### src/rtl/atmtx_pkg.sv
package atmtx_pkg;
  localparam int BYTE_W    = 8;
  localparam int HDR_BYTES = 4;
  localparam int PAY_BYTES = 48;
  localparam int MAX_EXTRA = 3;
  localparam int EXTRA_W   = $clog2(MAX_EXTRA + 1);
  localparam int BASE_LEN  = HDR_BYTES + PAY_BYTES;
  localparam int SLOT_MAX  = BASE_LEN + 1 + MAX_EXTRA + 1;
  localparam int IDX_W     = $clog2(SLOT_MAX + 1);
  localparam int WORD_W    = 2 * BYTE_W;

  typedef enum logic [1:0] {
    SLOT_SRC = 2'd0,
    SLOT_HEC = 2'd1,
    SLOT_PAD = 2'd2
  } slot_e;

  typedef struct packed {
    logic [EXTRA_W-1:0] extra;
    logic               cell52;
    logic               hec_zero;
    logic [BYTE_W-1:0]  hec_byte;
    logic               bus8;
    logic               align;
  } cfg_t;
endpackage

### src/rtl/atmtx_slot.sv
module atmtx_slot
  import atmtx_pkg::*;
(
  input  logic [IDX_W-1:0] idx,
  input  cfg_t             cfg,
  output slot_e            kind,
  output logic             last
);
  logic [IDX_W-1:0] len;
  logic [IDX_W-1:0] total;
  logic [IDX_W-1:0] j;
  logic [IDX_W-1:0] h;
  logic             odd;
  logic             front;

  always_comb begin
    len   = IDX_W'(cfg.extra) + IDX_W'(BASE_LEN) + IDX_W'(!cfg.cell52);
    odd   = !cfg.bus8 && len[0];
    front = odd && cfg.align && (cfg.extra != '0);
    total = len + IDX_W'(odd);
    j     = idx - IDX_W'(front);
    h     = j - IDX_W'(cfg.extra);
    last  = (idx == total - IDX_W'(1));
    if (front && idx == '0)
      kind = SLOT_PAD;
    else if (odd && !front && last)
      kind = SLOT_PAD;
    else if (j < IDX_W'(cfg.extra))
      kind = SLOT_SRC;
    else if (!cfg.cell52 && h == IDX_W'(HDR_BYTES))
      kind = SLOT_HEC;
    else
      kind = SLOT_SRC;
  end
endmodule

### src/rtl/atmtx_seq.sv
module atmtx_seq
  import atmtx_pkg::*;
(
  input  logic              clk,
  input  logic              rst,
  input  cfg_t              cfg_live,
  input  logic [BYTE_W-1:0] in_data,
  input  logic              in_valid,
  output logic              in_ready,
  output logic              b_valid,
  output logic [BYTE_W-1:0] b_data,
  output logic              b_first,
  output logic              b_wide
);
  logic [IDX_W-1:0] idx_q;
  cfg_t             cfg_q;
  cfg_t             cfg_cur;
  slot_e            kind;
  logic             last;

  assign cfg_cur = (idx_q == '0) ? cfg_live : cfg_q;

  atmtx_slot slot_i (
    .idx  (idx_q),
    .cfg  (cfg_cur),
    .kind (kind),
    .last (last)
  );

  always_comb begin
    in_ready = (kind == SLOT_SRC);
    if (kind == SLOT_SRC)
      b_valid = in_valid;
    else
      b_valid = (idx_q != '0) || in_valid;
    case (kind)
      SLOT_HEC: b_data = cfg_cur.hec_zero ? '0 : cfg_cur.hec_byte;
      SLOT_PAD: b_data = '0;
      default:  b_data = in_data;
    endcase
    b_first = (idx_q == '0);
    b_wide  = !cfg_cur.bus8;
  end

  always_ff @(posedge clk) begin
    if (rst) begin
      idx_q <= '0;
      cfg_q <= '0;
    end else if (b_valid) begin
      if (idx_q == '0) cfg_q <= cfg_live;
      idx_q <= last ? '0 : idx_q + IDX_W'(1);
    end
  end

  // held configuration does not move while a cell is in progress
  a_r10_cfg_held: assert property (@(posedge clk) disable iff (rst)
    (idx_q != '0 && $past(idx_q) != '0) |-> $stable(cfg_q));

  // a stalled input slot holds its position
  a_r12_stall_holds: assert property (@(posedge clk) disable iff (rst)
    (in_ready && !in_valid) |=> $stable(idx_q));
endmodule

### src/rtl/atmtx_pack.sv
module atmtx_pack
  import atmtx_pkg::*;
(
  input  logic              clk,
  input  logic              rst,
  input  logic              b_valid,
  input  logic [BYTE_W-1:0] b_data,
  input  logic              b_first,
  input  logic              b_wide,
  output logic [WORD_W-1:0] tx_data,
  output logic              tx_valid,
  output logic              tx_soc
);
  logic              phase_q;
  logic [BYTE_W-1:0] hi_q;
  logic              hi_first_q;
  logic              wide_q;

  always_ff @(posedge clk) begin
    if (rst) begin
      phase_q    <= 1'b0;
      hi_q       <= '0;
      hi_first_q <= 1'b0;
      wide_q     <= 1'b0;
      tx_data    <= '0;
      tx_valid   <= 1'b0;
      tx_soc     <= 1'b0;
    end else begin
      tx_valid <= 1'b0;
      tx_soc   <= 1'b0;
      if (b_valid) begin
        wide_q <= b_wide;
        if (!b_wide) begin
          tx_data  <= {{BYTE_W{1'b0}}, b_data};
          tx_valid <= 1'b1;
          tx_soc   <= b_first;
          phase_q  <= 1'b0;
        end else if (!phase_q) begin
          hi_q       <= b_data;
          hi_first_q <= b_first;
          phase_q    <= 1'b1;
        end else begin
          tx_data  <= {hi_q, b_data};
          tx_valid <= 1'b1;
          tx_soc   <= hi_first_q;
          phase_q  <= 1'b0;
        end
      end
    end
  end

  // start-of-cell never stands alone
  a_r9_soc_with_valid: assert property (@(posedge clk) disable iff (rst)
    tx_soc |-> tx_valid);

  // wide words need two bytes, so never back to back
  a_r5_wide_rate: assert property (@(posedge clk) disable iff (rst)
    (tx_valid && wide_q) |=> !tx_valid);

  // every wide cell begins on a word boundary
  a_r7_cell_starts_even: assert property (@(posedge clk) disable iff (rst)
    (b_valid && b_first && b_wide) |-> !phase_q);
endmodule

### src/rtl/atm_txfmt.sv
module atm_txfmt
  import atmtx_pkg::*;
(
  input  logic                  clk,
  input  logic                  rst,
  input  logic [EXTRA_W-1:0]    cfg_extra,
  input  logic                  cfg_cell52,
  input  logic                  cfg_hec_zero,
  input  logic [BYTE_W-1:0]     cfg_hec_byte,
  input  logic                  cfg_bus8,
  input  logic                  cfg_align,
  input  logic [BYTE_W-1:0]     in_data,
  input  logic                  in_valid,
  output logic                  in_ready,
  output logic [WORD_W-1:0]     tx_data,
  output logic                  tx_valid,
  output logic                  tx_soc
);
  cfg_t              cfg_live;
  logic              b_valid;
  logic [BYTE_W-1:0] b_data;
  logic              b_first;
  logic              b_wide;

  always_comb begin
    cfg_live.extra    = cfg_extra;
    cfg_live.cell52   = cfg_cell52;
    cfg_live.hec_zero = cfg_hec_zero;
    cfg_live.hec_byte = cfg_hec_byte;
    cfg_live.bus8     = cfg_bus8;
    cfg_live.align    = cfg_align;
  end

  atmtx_seq seq_i (
    .clk      (clk),
    .rst      (rst),
    .cfg_live (cfg_live),
    .in_data  (in_data),
    .in_valid (in_valid),
    .in_ready (in_ready),
    .b_valid  (b_valid),
    .b_data   (b_data),
    .b_first  (b_first),
    .b_wide   (b_wide)
  );

  atmtx_pack pack_i (
    .clk      (clk),
    .rst      (rst),
    .b_valid  (b_valid),
    .b_data   (b_data),
    .b_first  (b_first),
    .b_wide   (b_wide),
    .tx_data  (tx_data),
    .tx_valid (tx_valid),
    .tx_soc   (tx_soc)
  );

  // nothing leaves the block while reset is applied
  a_r11_reset_quiet: assert property (@(posedge clk)
    $past(rst) |-> (!tx_valid && !tx_soc));
endmodule

### config.mk
export PLATFORM = sky130hd
export DESIGN_NAME = atm_txfmt
export DESIGN_NICKNAME = d
export VERILOG_FILES = /design/src/rtl/atmtx_pkg.sv /design/src/rtl/atmtx_slot.sv /design/src/rtl/atmtx_seq.sv /design/src/rtl/atmtx_pack.sv /design/src/rtl/atm_txfmt.sv
export SDC_FILE = /design/constraint.sdc
export NUM_CORES = 1
export LEC_CHECK = 0
export ABC_AREA = 1
export BUFFER_PORTS_ARGS = -buffer_cell sky130_fd_sc_hd__buf_2
export CAP_MARGIN = 30
export CORE_ASPECT_RATIO = 1.5
export CORE_MARGIN = 4
export CORE_UTILIZATION = 47
export CTS_CLUSTER_DIAMETER = 200
export DETAILED_ROUTE_END_ITERATION = 6
export HOLD_SLACK_MARGIN = 0.05
export MAX_ROUTING_LAYER = met4
export PLACE_DENSITY_LB_ADDON = 0.05
export RECOVER_POWER = 100
export SLEW_MARGIN = 20
export SYNTH_ARGS = -nofsm -noshare
export SYNTH_HDL_FRONTEND = slang
export SYNTH_SLANG_ARGS = --single-unit
export TNS_END_PERCENT = 5
### constraint.sdc
create_clock -name clk -period 5.6 [get_ports clk]
set_clock_uncertainty 0.1 [all_clocks]
set_input_delay 0.56 -clock clk [delete_from_list [all_inputs] [get_ports clk]]
set_output_delay 0.56 -clock clk [all_outputs]
set_load 0.01 [all_outputs]
==> run metrics <==
status=finished, final reports clean; Max-Cap Viols=0; Total GRT Usage=0.206; Clock Sinks=48; critical path class=flip-flop to flip-flop; H-tree levels=2; Design Power=approximately 0.86 mW; initial antenna violation count=0; Pre-antenna DRT Iters=4; Post-synth ARST share=0; post-synthesis register bit count=48; wire length of the first global-routing pass=10.6 mm; Critical Path Start Type=flip-flop; Syn Area/Cell=slightly above 7 um^2; Peak VDD IR=about 0.22 mV; CTS Hold Bufs=0; Tightest Hold Check Type=flip-flop to flip-flop; synthesized instance count=366; fin crit period=5.02 ns; total setup buffers inserted after CTS=0; Placed Area=roughly 2800 um^2; port bufs=43; FMAX=199 MHz; Detailed Route WL=6.18 mm; Final #Nets=442; area grow syn2layout=10.8%; LEAKAGE=1.35 nW; synth unique cells=32; post-cts gate resize count=0; final period utilization=0.896; critical path data arrival time=a little over 5 ns; DR vias/cell=5.11; EDFF count, synth=0; unrepaired setup endpoints after global routing=false; share of layout cells above drive strength 1=0.121; largest net degree at the start of global routing=28; CTS tree=built; FP Rows=33; ANT cells=0; Die Wd=just under 70 um; initial core utilization=0.480; Mapped Area=2620 um^2; final worst slack=0.583 ns; core area=5450 um^2; setup TNS=0 ns; Root Buffer=clkbuf_8; CP endpoint kind=flip-flop; Max Buffers Root-to-Sink=2; Critical Path RT=between 5 and 6 ns; Post-synth top flop=dfxtp_1; Slew @ Worst Pin=0.476 ns; clock-pin slew on the worst setup and hold paths=0.08 ns; clk_lat worst skew=about 0.30 ns; pre-CTS setup slack=0.658 ns; Slew Limit Fails=0; Mapped Nets=403; wire per inst=13.0 um; ANT nets after route=0; Die Height=~99 um; Via Count=2432; drt initial violations=63; register area share after synthesis=0.367; IO Count=between 40 and 50; Slew headroom=0.683; final setup vio count=0; worst-path maximum fanout=19; Remaining DRCs=0; PwrDens=295 nW/um^2; die footprint=6850 um^2; Num CTS Buffers=5; GPL Wtd Cong=0.813; Hold Violations, Final=0; total gr overflow=0; Synth warnings=0; hpwl dp=4.83 mm; Design Area, Final=2900 um^2; vias in the first global route=2384
layout make-up:
| class | count | area [um^2] |
|---|---|---|
| fill | 594 | 2550 |
| sequential | 48 | 961 |
| multi-input combinational | 270 | 1420 |
| tap | 70 | 87.6 |
| clock buffer | 7 | 86.3 |
| timing repair buffer | 45 | 204 |
| inverter | 35 | 131 |
| clock inverter | 1 | 7.51 |
per-stage QoR:
| step | utilization | hold WS, ns | cells |
|---|---|---|---|
| 2_1_floorplan | - | 0.339 | 366 |
| 3_3_place_gp | 0.521 | 0.351 | 468 |
| 3_5_place_dp | 0.521 | 0.352 | 468 |
| 4_1_cts | 0.538 | 0.366 | 476 |
| 5_1_grt | 0.532 | 0.385 | 476 |
| 6_report | 0.532 | 0.365 | 476 |
worst max-delay path, stage by stage, from the launching register on:
cell	delay (ns)
dfxtp_1	0.34
inv_1	0.15
ha_1	0.24
nand3_4	0.23
o21ai_1	0.23
inv_1	0.10
ha_1	0.36
inv_1	0.09
nor2_1	0.14
o21ai_0	0.12
nor2_1	0.12
ha_1	0.19
ha_1	0.24
inv_1	0.10
fa_1	0.44
nor3_1	0.19
nand3_1	0.09
nor3_1	0.13
nand2_1	0.09
ha_1	0.24
inv_1	0.06
nand2_1	0.08
nand2_4	0.16
nand3_2	0.22
inv_1	0.27
o21ai_0	0.14
nor2_1	0.10
state kept, by name (all words and copies together) (netlist names):
signal             count
pack_i.tx_data        16
pack_i.tx_valid        1
pack_i.phase_q         1
pack_i.tx_soc          1
seq_i.idx_q            6
seq_i.cfg_q           14
pack_i.hi_q            8
pack_i.hi_first_q      1
final timing paths:
kind,start,end,slack (ns),cells after the start
hold reg to reg,seq_i.cfg_q[12],seq_i.cfg_q[12],0.37,2
setup reg to reg,seq_i.idx_q[0],pack_i.hi_q[2],0.58,26
hold / removal,seq_i.cfg_q[12],seq_i.cfg_q[12],0.37,2
setup / recovery,seq_i.idx_q[0],pack_i.hi_q[2],0.58,26
cells by family after synthesis:
family                     after synthesis  synth area share
buffers and inverters                   48            0.0879
adders and majority gates               12            0.0602
and+or+nand+nor                        196             0.342
AOI/OAI and AO/OA                       54             0.116
DFF                                     48             0.367
xor gates and xnor gates                 8            0.0268
where the power goes:
| part | switching, mW | total, mW | leakage, nW | internal, mW |
|---|---|---|---|---|
| clock network | 0.113 | 0.213 | 0.0445 | 0.100 |
| registers | 0.0178 | 0.391 | 0.393 | 0.373 |
| logic | 0.165 | 0.252 | 0.914 | 0.0872 |
| total | 0.296 | 0.857 | 1.35 | 0.561 |
layout by cell type, fill, tap and decap left out:
cell type	synthesis	layout
nand2_1	93	95
dfxtp_1	48	48
nand3_1	42	42
nor2_1	37	37
inv_1	32	34
o21ai_0	28	28
buf_2	4	24
clkbuf_1	3	20
a21oi_1	11	11
ha_1	11	11
clkbuf_8	0	6
xor2_1	5	5
a31oi_1	5	5
nor3_1	4	4
a211oi_1	4	4
nor2_2	3	3
nand4_1	3	3
o21ai_1	3	3
xnor2_1	3	3
or2_2	2	2
and2_1	2	2
nand2_4	2	2
nand3_2	2	2
nor2_8	1	1
nand3_4	1	1
a21o_1	1	1
inv_2	3	1
nand2_2	3	1
o21ai_2	1	1
nor3_4	1	1
o21ai_4	1	1
fa_1	1	1
clkinvlp_4	0	1
clkbuf_2	0	1
buf_4	0	1
routing by layer:
layer  up-vias  part of all wire  GRT usage
met5         -                 0          -
met4         0             0.032     0.0781
met3        14             0.036     0.0328
met2        51              0.52      0.358
met1      1101              0.41      0.230
li1       1266                 -          -
synthesized netlist by cell type, types with 4 or more instances:
library cell / instances / area share
nand2_1: 93 / 0.13
dfxtp_1: 48 / 0.37
nand3_1: 42 / 0.080
nor2_1: 37 / 0.053
inv_1: 32 / 0.046
o21ai_0: 28 / 0.054
a21oi_1: 11 / 0.021
ha_1: 11 / 0.053
buf_6: 6 / 0.026
a31oi_1: 5 / 0.012
xor2_1: 5 / 0.017
a211oi_1: 4 / 0.011
buf_2: 4 / 0.0076
nor3_1: 4 / 0.0076
Power figures use the tool's default switching activity.
